File: src/rtl/kgb_pkg.sv
package kgb_pkg;
  typedef enum logic [2:0] {
    RK_NONE, RK_OUT_ST, RK_IN_ST, RK_SET, RK_CLR, RK_CTRL, RK_LOCK, RK_KEY
  } reg_kind_e;

  typedef struct packed {
    reg_kind_e  kind;
    logic [2:0] bank;
    logic [4:0] bit_idx;
  } reg_sel_t;

  localparam int unsigned PINS_PER_BANK = 32;
  localparam logic [31:0] KEY_VALUE = 32'h00A5A501;
  localparam logic [31:0] CODE_OPEN = 32'h0000_0000;
  localparam logic [31:0] CODE_SHUT = 32'hFFFF_FFFF;

  // word offsets (byte offset / 4)
  localparam int unsigned WO_OUT_ST = 0;
  localparam int unsigned WO_IN_ST  = 8;
  localparam int unsigned WO_SET    = 16;
  localparam int unsigned WO_CLR    = 24;
  localparam int unsigned WO_CTRL   = 64;
  localparam int unsigned WO_LOCK   = 320;
  localparam int unsigned WO_KEY    = 328;
endpackage

File: src/rtl/kgb_decode.sv
module kgb_decode
  import kgb_pkg::*;
#(
  parameter int NUM_BANKS = 2,
  parameter int ADDR_W    = 12
) (
  input  logic [ADDR_W-1:0] addr_i,
  output reg_sel_t          sel_o
);
  localparam int WA_W = ADDR_W - 2;

  logic [WA_W-1:0] wa;
  int unsigned     wa_u;
  logic [7:0]      pin8;
  reg_sel_t        raw;

  always_comb begin
    wa   = addr_i[ADDR_W-1:2];
    wa_u = 32'(wa);
    pin8 = 8'(wa_u - WO_CTRL);
    raw  = '{kind: RK_NONE, bank: 3'd0, bit_idx: 5'd0};
    if (wa_u < WO_IN_ST) begin
      raw.kind = RK_OUT_ST;
      raw.bank = 3'(wa_u - WO_OUT_ST);
    end else if (wa_u < WO_SET) begin
      raw.kind = RK_IN_ST;
      raw.bank = 3'(wa_u - WO_IN_ST);
    end else if (wa_u < WO_CLR) begin
      raw.kind = RK_SET;
      raw.bank = 3'(wa_u - WO_SET);
    end else if (wa_u < WO_CLR + 8) begin
      raw.kind = RK_CLR;
      raw.bank = 3'(wa_u - WO_CLR);
    end else if (wa_u >= WO_CTRL && wa_u < WO_LOCK) begin
      raw.kind    = RK_CTRL;
      raw.bank    = pin8[7:5];
      raw.bit_idx = pin8[4:0];
    end else if (wa_u >= WO_LOCK && wa_u < WO_KEY) begin
      raw.kind = RK_LOCK;
      raw.bank = 3'(wa_u - WO_LOCK);
    end else if (wa_u == WO_KEY) begin
      raw.kind = RK_KEY;
    end

    sel_o = raw;
    if (addr_i[1:0] != 2'b00) begin
      sel_o.kind = RK_NONE;
    end else if (raw.kind != RK_KEY && raw.kind != RK_NONE &&
                 32'(raw.bank) >= NUM_BANKS) begin
      sel_o.kind = RK_NONE;
    end
  end
endmodule

File: src/rtl/kgb_lock.sv
module kgb_lock
  import kgb_pkg::*;
#(
  parameter int NUM_BANKS = 2
) (
  input  logic                 clk_i,
  input  logic                 rst_ni,
  input  logic                 wr_i,
  input  reg_kind_e            kind_i,
  input  logic [2:0]           bank_i,
  input  logic [31:0]          wdata_i,
  output logic [NUM_BANKS-1:0] unlocked_o
);
  logic pend_q, pend_d, pend_en;
  logic code_hit;
  logic code_known;

  always_comb begin
    pend_en    = wr_i;
    pend_d     = (kind_i == RK_KEY) && (wdata_i == KEY_VALUE);
    code_hit   = wr_i && (kind_i == RK_LOCK) && pend_q;
    code_known = (wdata_i == CODE_OPEN) || (wdata_i == CODE_SHUT);
  end

  always_ff @(posedge clk_i or negedge rst_ni) begin
    if (!rst_ni) begin
      pend_q <= 1'b0;
    end else if (pend_en) begin
      pend_q <= pend_d;
    end
  end

  for (genvar b = 0; b < NUM_BANKS; b++) begin : g_bank_lock
    logic open_q, open_d, open_en;

    always_comb begin
      open_en = code_hit && (bank_i == 3'(b)) && code_known;
      open_d  = (wdata_i == CODE_OPEN);
    end

    always_ff @(posedge clk_i or negedge rst_ni) begin
      if (!rst_ni) begin
        open_q <= 1'b0;
      end else if (open_en) begin
        open_q <= open_d;
      end
    end

    assign unlocked_o[b] = open_q;

    // a bank only opens right after an accepted key
    p_open_needs_key_r5: assert property (@(posedge clk_i) disable iff (!rst_ni)
      $rose(unlocked_o[b]) |-> $past(pend_q));

    // a lock write with no pending key leaves the state alone
    p_stray_code_r7: assert property (@(posedge clk_i) disable iff (!rst_ni)
      (wr_i && kind_i == RK_LOCK && !pend_q) |=> $stable(unlocked_o[b]));
  end

  // any write that is not the right key drops the pending key
  p_key_cancel_r7: assert property (@(posedge clk_i) disable iff (!rst_ni)
    (wr_i && !(kind_i == RK_KEY && wdata_i == KEY_VALUE)) |=> !pend_q);
endmodule

File: src/rtl/kgb_pin_bank.sv
module kgb_pin_bank #(
  parameter int PINS = 32,
  localparam int BIT_W = $clog2(PINS)
) (
  input  logic             clk_i,
  input  logic             rst_ni,
  input  logic             unlocked_i,
  input  logic             wr_set_i,
  input  logic             wr_clr_i,
  input  logic             wr_ctrl_i,
  input  logic [BIT_W-1:0] bit_idx_i,
  input  logic [31:0]      wdata_i,
  input  logic [PINS-1:0]  pin_in_i,
  output logic [PINS-1:0]  out_q_o,
  output logic [PINS-1:0]  dir_q_o,
  output logic [PINS-1:0]  in_sync_o,
  output logic [PINS-1:0]  pin_oe_o
);
  logic [PINS-1:0] out_q, out_d, dir_q, dir_d;
  logic [PINS-1:0] sync1_q, sync2_q;
  logic [PINS-1:0] drive_mask;
  logic            upd_en;

  always_comb begin
    drive_mask = wdata_i[PINS-1:0] & ~dir_q;
    upd_en     = unlocked_i && (wr_set_i || wr_clr_i || wr_ctrl_i);
    out_d      = out_q;
    dir_d      = dir_q;
    if (wr_set_i) out_d = out_q | drive_mask;
    if (wr_clr_i) out_d = out_q & ~drive_mask;
    if (wr_ctrl_i) dir_d[bit_idx_i] = wdata_i[0];
  end

  always_ff @(posedge clk_i or negedge rst_ni) begin
    if (!rst_ni) begin
      out_q <= '0;
      dir_q <= '1;
    end else if (upd_en) begin
      out_q <= out_d;
      dir_q <= dir_d;
    end
  end

  always_ff @(posedge clk_i or negedge rst_ni) begin
    if (!rst_ni) begin
      sync1_q <= '0;
      sync2_q <= '0;
    end else begin
      sync1_q <= pin_in_i;
      sync2_q <= sync1_q;
    end
  end

  assign out_q_o   = out_q;
  assign dir_q_o   = dir_q;
  assign in_sync_o = sync2_q;
  assign pin_oe_o  = ~dir_q;

  // cycles-since-reset counter for the synchroniser check
  logic [1:0] warm_q;
  always_ff @(posedge clk_i or negedge rst_ni) begin
    if (!rst_ni) warm_q <= 2'd0;
    else if (warm_q != 2'd3) warm_q <= warm_q + 2'd1;
  end

  // a locked bank keeps its latch and direction
  p_locked_freeze_r8: assert property (@(posedge clk_i) disable iff (!rst_ni)
    !unlocked_i |=> ($stable(out_q) && $stable(dir_q)));

  // latch bits of input pins never change (direction taken before the edge)
  p_input_pin_hold_r3: assert property (@(posedge clk_i) disable iff (!rst_ni)
    ((out_q ^ $past(out_q)) & $past(dir_q)) == '0);

  // status equals the pins two edges back
  p_sync_delay_r9: assert property (@(posedge clk_i) disable iff (!rst_ni)
    (warm_q == 2'd3) |-> (in_sync_o == $past(pin_in_i, 2)));
endmodule

File: src/rtl/keyed_gpio_banks.sv
module keyed_gpio_banks
  import kgb_pkg::*;
#(
  parameter int NUM_BANKS = 2,
  parameter int ADDR_W    = 12,
  localparam int NPIN     = NUM_BANKS * 32
) (
  input  logic              clk,
  input  logic              rst_n,
  input  logic              bus_wr_i,
  input  logic              bus_rd_i,
  input  logic [ADDR_W-1:0] bus_addr_i,
  input  logic [31:0]       bus_wdata_i,
  output logic [31:0]       bus_rdata_o,
  input  logic [NPIN-1:0]   pin_in_i,
  output logic [NPIN-1:0]   pin_out_o,
  output logic [NPIN-1:0]   pin_oe_o
);
  localparam int BANK_W = (NUM_BANKS > 1) ? $clog2(NUM_BANKS) : 1;

  // reset: asserted asynchronously, released on the clock
  logic rst_meta_q, rst_sync_q;
  always_ff @(posedge clk or negedge rst_n) begin
    if (!rst_n) begin
      rst_meta_q <= 1'b0;
      rst_sync_q <= 1'b0;
    end else begin
      rst_meta_q <= 1'b1;
      rst_sync_q <= rst_meta_q;
    end
  end

  reg_sel_t             sel;
  logic [NUM_BANKS-1:0] unlocked;
  logic [31:0]          out_st  [NUM_BANKS];
  logic [31:0]          dir_st  [NUM_BANKS];
  logic [31:0]          in_st   [NUM_BANKS];
  logic [BANK_W-1:0]    bidx;

  kgb_decode #(.NUM_BANKS(NUM_BANKS), .ADDR_W(ADDR_W)) u_decode (
    .addr_i (bus_addr_i),
    .sel_o  (sel)
  );

  kgb_lock #(.NUM_BANKS(NUM_BANKS)) u_lock (
    .clk_i      (clk),
    .rst_ni     (rst_sync_q),
    .wr_i       (bus_wr_i),
    .kind_i     (sel.kind),
    .bank_i     (sel.bank),
    .wdata_i    (bus_wdata_i),
    .unlocked_o (unlocked)
  );

  for (genvar b = 0; b < NUM_BANKS; b++) begin : g_bank
    logic hit;
    assign hit = bus_wr_i && (sel.bank == 3'(b));

    kgb_pin_bank #(.PINS(32)) u_bank (
      .clk_i      (clk),
      .rst_ni     (rst_sync_q),
      .unlocked_i (unlocked[b]),
      .wr_set_i   (hit && sel.kind == RK_SET),
      .wr_clr_i   (hit && sel.kind == RK_CLR),
      .wr_ctrl_i  (hit && sel.kind == RK_CTRL),
      .bit_idx_i  (sel.bit_idx),
      .wdata_i    (bus_wdata_i),
      .pin_in_i   (pin_in_i[b*32 +: 32]),
      .out_q_o    (out_st[b]),
      .dir_q_o    (dir_st[b]),
      .in_sync_o  (in_st[b]),
      .pin_oe_o   (pin_oe_o[b*32 +: 32])
    );

    assign pin_out_o[b*32 +: 32] = out_st[b];
  end

  // read path
  logic [31:0] rdata_d, rdata_q;
  always_comb begin
    bidx    = sel.bank[BANK_W-1:0];
    rdata_d = '0;
    unique case (sel.kind)
      RK_OUT_ST: rdata_d = out_st[bidx];
      RK_IN_ST:  rdata_d = in_st[bidx];
      RK_CTRL:   rdata_d = {31'd0, dir_st[bidx][sel.bit_idx]};
      RK_LOCK:   rdata_d = unlocked[bidx] ? CODE_OPEN : CODE_SHUT;
      default:   rdata_d = '0;
    endcase
  end

  always_ff @(posedge clk or negedge rst_sync_q) begin
    if (!rst_sync_q) begin
      rdata_q <= '0;
    end else if (bus_rd_i) begin
      rdata_q <= rdata_d;
    end
  end

  assign bus_rdata_o = rdata_q;

  // read data only moves on a read strobe
  p_read_hold_r11: assert property (@(posedge clk) disable iff (!rst_sync_q)
    !bus_rd_i |=> $stable(bus_rdata_o));

  // a bank's drive enables only change while it is open
  p_oe_needs_open_r4: assert property (@(posedge clk) disable iff (!rst_sync_q)
    (unlocked == '0) |=> $stable(pin_oe_o));
endmodule

File: config.mk
export PLATFORM = sky130hd
export DESIGN_NAME = keyed_gpio_banks
export DESIGN_NICKNAME = d
export VERILOG_FILES = /design/src/rtl/kgb_pkg.sv /design/src/rtl/kgb_decode.sv /design/src/rtl/kgb_lock.sv /design/src/rtl/kgb_pin_bank.sv /design/src/rtl/keyed_gpio_banks.sv
export SDC_FILE = /design/constraint.sdc
export NUM_CORES = 1
export LEC_CHECK = 0
export BUFFER_PORTS_ARGS = -buffer_cell sky130_fd_sc_hd__buf_2
export CORE_ASPECT_RATIO = 1.5
export CORE_MARGIN = 2
export CORE_UTILIZATION = 60
export DETAILED_ROUTE_END_ITERATION = 16
export MAX_ROUTING_LAYER = met4
export PLACE_DENSITY_LB_ADDON = 0.15
export SKIP_CTS_REPAIR_TIMING = 1
export SYNTH_ARGS = -nofsm -noshare
export SYNTH_HDL_FRONTEND = slang
export SYNTH_SLANG_ARGS = --single-unit
File: constraint.sdc
create_clock -name clk -period 17.5 [get_ports clk]
set_input_delay 1.75 -clock clk [delete_from_list [all_inputs] [get_ports clk]]
set_output_delay 1.75 -clock clk [all_outputs]
set_load 0.03 [all_outputs]
---- Word level (Yosys, flattened, before mapping) ----
Index checks and enable logic that the tools add are counted.
word-level totals
  register bits after elaboration ......... 293
  input port bits ......................... 112
  output and inout bits ................... 160
  logic and storage cells ................. 130
operators by class
  add/sub/neg operators ................... 5
  $lt $le $gt $ge ......................... 13
  equal/unequal tests ..................... 12
  muxes and demuxes ....................... 38
  bitwise logic cells ..................... 11
  reduce and logical (&&, ||, !) cells .... 37
operator list
  operator                                                                              count
  32-bit 2-to-1 mux                                                                     14
  32-bit AND                                                                            4
  32-bit inverter                                                                       4
  32-bit one-hot mux with 4 select lines                                                1
  32-bit bitwise mux                                                                    2
  32-bit OR                                                                             2
  32-bit by 24-bit == test with 1-bit output, second input constant                     1
  32-bit == test, second input constant                                                 1
  32-bit zero test                                                                      1
  6-bit 2-to-1 mux                                                                      5
  5-bit 2-to-1 mux                                                                      5
  1-bit logical AND                                                                     22
  10-bit by 5-bit less-than comparator with 1-bit output, second input constant         2
  10-bit by 9-bit less-than comparator with 1-bit output, second input constant         2
  3-bit 2-to-1 mux                                                                      5
  3-bit == test, second input constant                                                  4
  3-bit by 1-bit subtractor with 3-bit output, second input constant                    4
  10-bit by 9-bit == test with 1-bit output, second input constant                      1
  10-bit by 7-bit greater-or-equal comparator with 1-bit output, second input constant  1
  10-bit by 9-bit greater-or-equal comparator with 1-bit output, second input constant  1
  10-bit by 4-bit less-than comparator with 1-bit output, second input constant         1
  10-bit by 6-bit less-than comparator with 1-bit output, second input constant         1
  2-bit AND reduction                                                                   4
  8-bit by 7-bit subtractor with 8-bit output, second input constant                    1
  other kinds (16)                                                                      27

---- Longest topological paths before layout ----
  word-level depth ........................ 19
  depth in mapped cells ................... 17
  depth with buffers taken out ............ 16

---- Cells and area by module ----
Synthesis repeated with hierarchy kept, for this count alone.
second synthesis, totals
  cell total of the unflattened synthesis .. 1094
  area, all modules ....................... 13045.0 um2
by module, submodules not included
  module            instances  cells an instance  area each (um2)  seq. area each (um2)
  kgb_pin_bank      2          354                4653.2           3243.1
  keyed_gpio_banks  1          286                2974.1           850.8
  kgb_decode        1          57                 426.7            0.0
  kgb_lock          1          43                 337.8            75.1

---- Least setup slack after synthesis ----
Ideal clock, no wire load.
  path type ............................... in2reg
  start ................................... in bus_addr_i[8]
  end ..................................... reg g_bank[0].u_bank.dir_q[19]
  setup time .............................. 0.082 ns
  arrival ................................. 4.875 ns
  required time ........................... 17.418 ns
  slack ................................... 12.543 ns
  cell stages on the path ................. 16
  path buffers ............................ 2
  cell sequence ........................... inv_1 ha_1 or3b_2 a21oi_1 a31oi_1 o21a_1 and2_1 nand3_1 ha_1 clkbuf_1 nand2_1 nor3_1 buf_2 nand2_2 nor2_1 mux2_2
on the way
  longest elaborated chain between the ends .. 19
  elaborated cells between the ends (all ways) .. 50
  those cells by class .................... add/sub: 1; order compare: 11; eq/ne: 5; mux: 18; reduce/logical: 15
RTL lines
  element                                                                                                 RTL line                RTL
  start: declaration                                                                                      keyed_gpio_banks.sv:12  input logic [ADDR_W-1:0] bus_addr_i,
  branches (longest 19 deep; another with 10-bit by 9-bit greater-or-equal comparator with 1-bit output)  --
  end signal: assignment                                                                                  kgb_pin_bank.sv:40      dir_q <= dir_d;
  end: declaration                                                                                        kgb_pin_bank.sv:19      logic [PINS-1:0] out_q, out_d, dir_q, dir_d;
Several ways; the timed one is not identified.
A chain may end at the register's enable or synchronous reset.

---- Final worst setup path ----
  start ................................... in bus_addr_i[9]
  end ..................................... reg g_bank[0].u_bank.dir_q[18]
Same word-level chain as after synthesis.

==> metrics.md <==
| Metric | Value |
|---|---|
| Status | complete, no violations |
| Clock Tree Buf Depth | 3 |
| Max layer used | met4 |
| Site Rows | between 60 and 70 |
| Post-route cell area | about 0.016 sq mm |
| Worst path slowest cell | or3b_2 |
| Synth top area cells | dfrtp_1 (43%), dfstp_2 (12%), mux2_2 (8.4%), nand2_1 (6.7%), nor3b_2 (5.6%) |
| Multi-input logic area | ~0.0053 sq mm |
| CP Max Fanout | 34 |
| Post-synthesis cell area | around 0.013 sq mm |
| Area taken by flip-flops and latches | roughly 0.0074 sq mm |
| NumNets Final | 1616 |
| Syn_nets | roughly 1400 |
| Via count | 10600 |
| Critical path class | primary input to register |
| Antenna Nets Post-Route | 0 |
| CP Capture Type | register |
| DRT Pass-1 Iters | 5 |
| Met1 Routed Length | between 15000 and 20000 um |
| DR WL met3 | approximately 2900 um |
| YS warnings | 0 |
| FILL cells | between 1500 and 2000 |
| Synth area leader | dfrtp_1 |
| GP Congestion | 1.06 |
| Fin util | between 70% and 80% |
| Met2 routed WL | between 20000 and 25000 um |
| WL final | around 40000 um |
| Period Utilization, post-route | 30.3% |
| Synth Area per Inst | 10.7 sq um |
| Maximum clock frequency | approximately 190 MHz |
| CTS tree | yes |
| Area grow syn2layout | 18.2% |
| Final Slew Violations | 0 |
| DP Area | approximately 0.015 sq mm |
| Tmin final | around 5.3 ns |
| Die span in y | 187 um |
| I/O pins | approximately 270 |
| CP Data Arrival Time | just under 6 ns |
| Clock Latency Late Sink | between 0.5 and 0.6 ns |
| Num CTS Buffers | 27 |
| Initial DRC count | around 670 |
| Final setup TNS | 0 ns |
| Share of post-route cells with drive strength above 1 | a little under two fifths |
| Total power | 1.40 mW |
| R2r setup slk | ~15 ns |
| Slew HR | approximately a third |
| Global route overflow | 0 |
| Critical-path cell list | buf_2, inv_1, ha_1, or3b_2, a21oi_1, a31oi_1, o21a_1, and2_1, nand3_1, ha_1, buf_4, nand2_1, nor3_1, buf_4, nand2_1, nor2_1, mux2_2 |
| DP HPWL | slightly below 30000 um |
| Setup crit end | g_bank[0].u_bank.dir_q_o[18]$_DFFE_PN1P_ |
| HP Class | register to register |
| Max stage delay on crit path | approximately 0.49 ns |
| FF-to-FF End | g_bank[1].u_bank.sync1_q[13]$_DFF_PN0_ |
| IO Port Bufs | around 270 |
| Post-synth top area share | 42.6% |
| Leakage power total | between 7 and 8 nW |
| Synth cell types | between 60 and 70 |
| Post-synth EDFFs | 0 |
| H-tree depth | 1 |
| Starting density of the core | between 60 and 70% |
| Die width | around 130 um |
| # Max-Cap Violations | 0 |
| Vias in the first global route | 10600 |
| WP data required | ~18 ns |
| Post-synth ARST share | 100% |
| CTS Sinks | around 300 |
| Worst setup startpoint | bus_addr_i[9] |
| Seq/Total Area, Yosys | a little under three fifths |
| Hold Violations, Final | 0 |
| Root Buffer | clkbuf_16 |
| First-pass GRT wire length | 61800 um |
| # setup viols final | 0 |
| Worst Clk Skew | around 0.011 ns |
| CP Launch Type | primary input |
| Pin slew with the least headroom to its limit | around 1 ns |
| Top FF cell, synth | dfrtp_1 |
| Yosys reg bits | a little under 300 |
| Reg2Reg Depth | 2 |
| Vias per inst | between 5 and 6 |
| DRC Markers | 0 |
| Clock slew at reported path FFs | around 0.07 ns |
| RSZ-0062 raised after global routing | false |
| Die area | 0.0237 sq mm |
| Area of the core | roughly 0.022 sq mm |
| Mapped Cells | about 1300 |
| Max IR drop VDD | roughly 0.00012 V |
| R2R Path Start | rst_sync_q$_DFF_PN0_ |
| Routed WL per cell | between 20 and 25 um |
| Power per cell area | roughly 90 mW/mm^2 |
| Initial antenna violation count | 1 |
| Largest net degree at the start of global routing | 83 |
| Tot GR Track Use | roughly a third |
[area by class of cell]
| type | count | area share [%] |
|---|---|---|
| multi-input combinational | 784 | 33.6 |
| antenna | 1 | 0.0157 |
| timing repair buffer | 287 | 9.28 |
| clock inverter | 12 | 1.03 |
| sequential | 293 | 46.6 |
| inverter | 104 | 2.45 |
| tap | 276 | 2.17 |
| clock buffer | 37 | 4.80 |
[cells by family after synthesis]
kind of cell             Yosys count  synth area share (%)
AO/OA/AOI/OAI                    162                  8.19
AND/OR/NAND/NOR                  471                  18.8
buffers and inverters            178                  5.35
flip-flops                       293                  55.1
adder cells (fa/ha/maj)            7                 0.651
multiplexers                     142                  11.8
other                              1                0.0279
XOR/XNOR                           1                0.0651
[cells in the mapped netlist (all sizes together) (7+ instances only)]
library cell,number
a22o,31
nor2,74
inv,104
buf,16
clkbuf,58
o21ai,14
mux2i,11
nor3,13
nand4,16
nor3b,65
ha,7
o22ai,33
dfstp,64
nand2,240
dfrtp,229
nor4,8
nand3,25
mux2,131
o211ai,9
a21oi,41
[layout by cell type (no fill, tap or decap), drive strengths merged, types with 4 or more instances in the layout]
cell type	n
buf	287
nand2	240
dfrtp	229
mux2	131
inv	105
nor2	74
nor3b	65
dfstp	64
a21oi	41
clkbuf	37
o22ai	33
a22o	31
nand3	25
nand4	16
o21ai	14
nor3	13
mux2i	11
o211ai	9
nor4	8
ha	7
and2	6
nor2b	5
a31oi	5
and3	4
a22oi	4
clkinvlp	4
clkinv	4
[worst min path at each step]
| stage | to | depth (start not counted) | start | slack [ns] |
|---|---|---|---|---|
| after floorplan | g_bank[0].u_bank.in_sync_o[0]$_DFF_PN0_ | 0 | g_bank[0].u_bank.sync1_q[0]$_DFF_PN0_ | 0.33 |
| after global placement | g_bank[0].u_bank.in_sync_o[28]$_DFF_PN0_ | 0 | g_bank[0].u_bank.sync1_q[28]$_DFF_PN0_ | 0.33 |
| after detailed placement | g_bank[0].u_bank.in_sync_o[17]$_DFF_PN0_ | 0 | g_bank[0].u_bank.sync1_q[17]$_DFF_PN0_ | 0.33 |
| after CTS | g_bank[1].u_bank.in_sync_o[27]$_DFF_PN0_ | 0 | g_bank[1].u_bank.sync1_q[27]$_DFF_PN0_ | 0.34 |
| after global routing | g_bank[1].u_bank.in_sync_o[18]$_DFF_PN0_ | 0 | g_bank[1].u_bank.sync1_q[18]$_DFF_PN0_ | 0.35 |
| final | g_bank[0].u_bank.in_sync_o[28]$_DFF_PN0_ | 0 | g_bank[0].u_bank.sync1_q[28]$_DFF_PN0_ | 0.34 |
[metrics by stage]
| step | hold slack, ns | std cells | setup slack [ns] |
|---|---|---|---|
| finish | 0.339 | 1794 | 12.20 |
| global route | 0.350 | 1794 | 11.96 |
| CTS | 0.341 | 1793 | 12.26 |
| detailed placement | 0.335 | 1744 | 11.71 |
| global placement | 0.332 | 1744 | 11.77 |
| floorplan | 0.331 | 1255 | 8.84 |
[power breakdown]
part	switching, mW	internal (mW)
Clock	0.260	0.352
Sequential	0.00744	0.693
Combinational	0.0594	0.0258
[critical path, delay by kind of cell]
kind / cells / cell delay, ns
compound gates: 3 / 0.54
fa+ha+maj: 2 / 0.50
mux: 1 / 0.35
simple gates: 7 / 1.80
buf+inv: 4 / 0.83
[metal layers]
layer  vias up  global-route usage (%)
li1       4727                       -
met1      5185                    43.4
met2       532                    56.3
met3       132                    5.92
met4         0                    17.9
met5         -                       -
(Power assumes the default switching activity.)
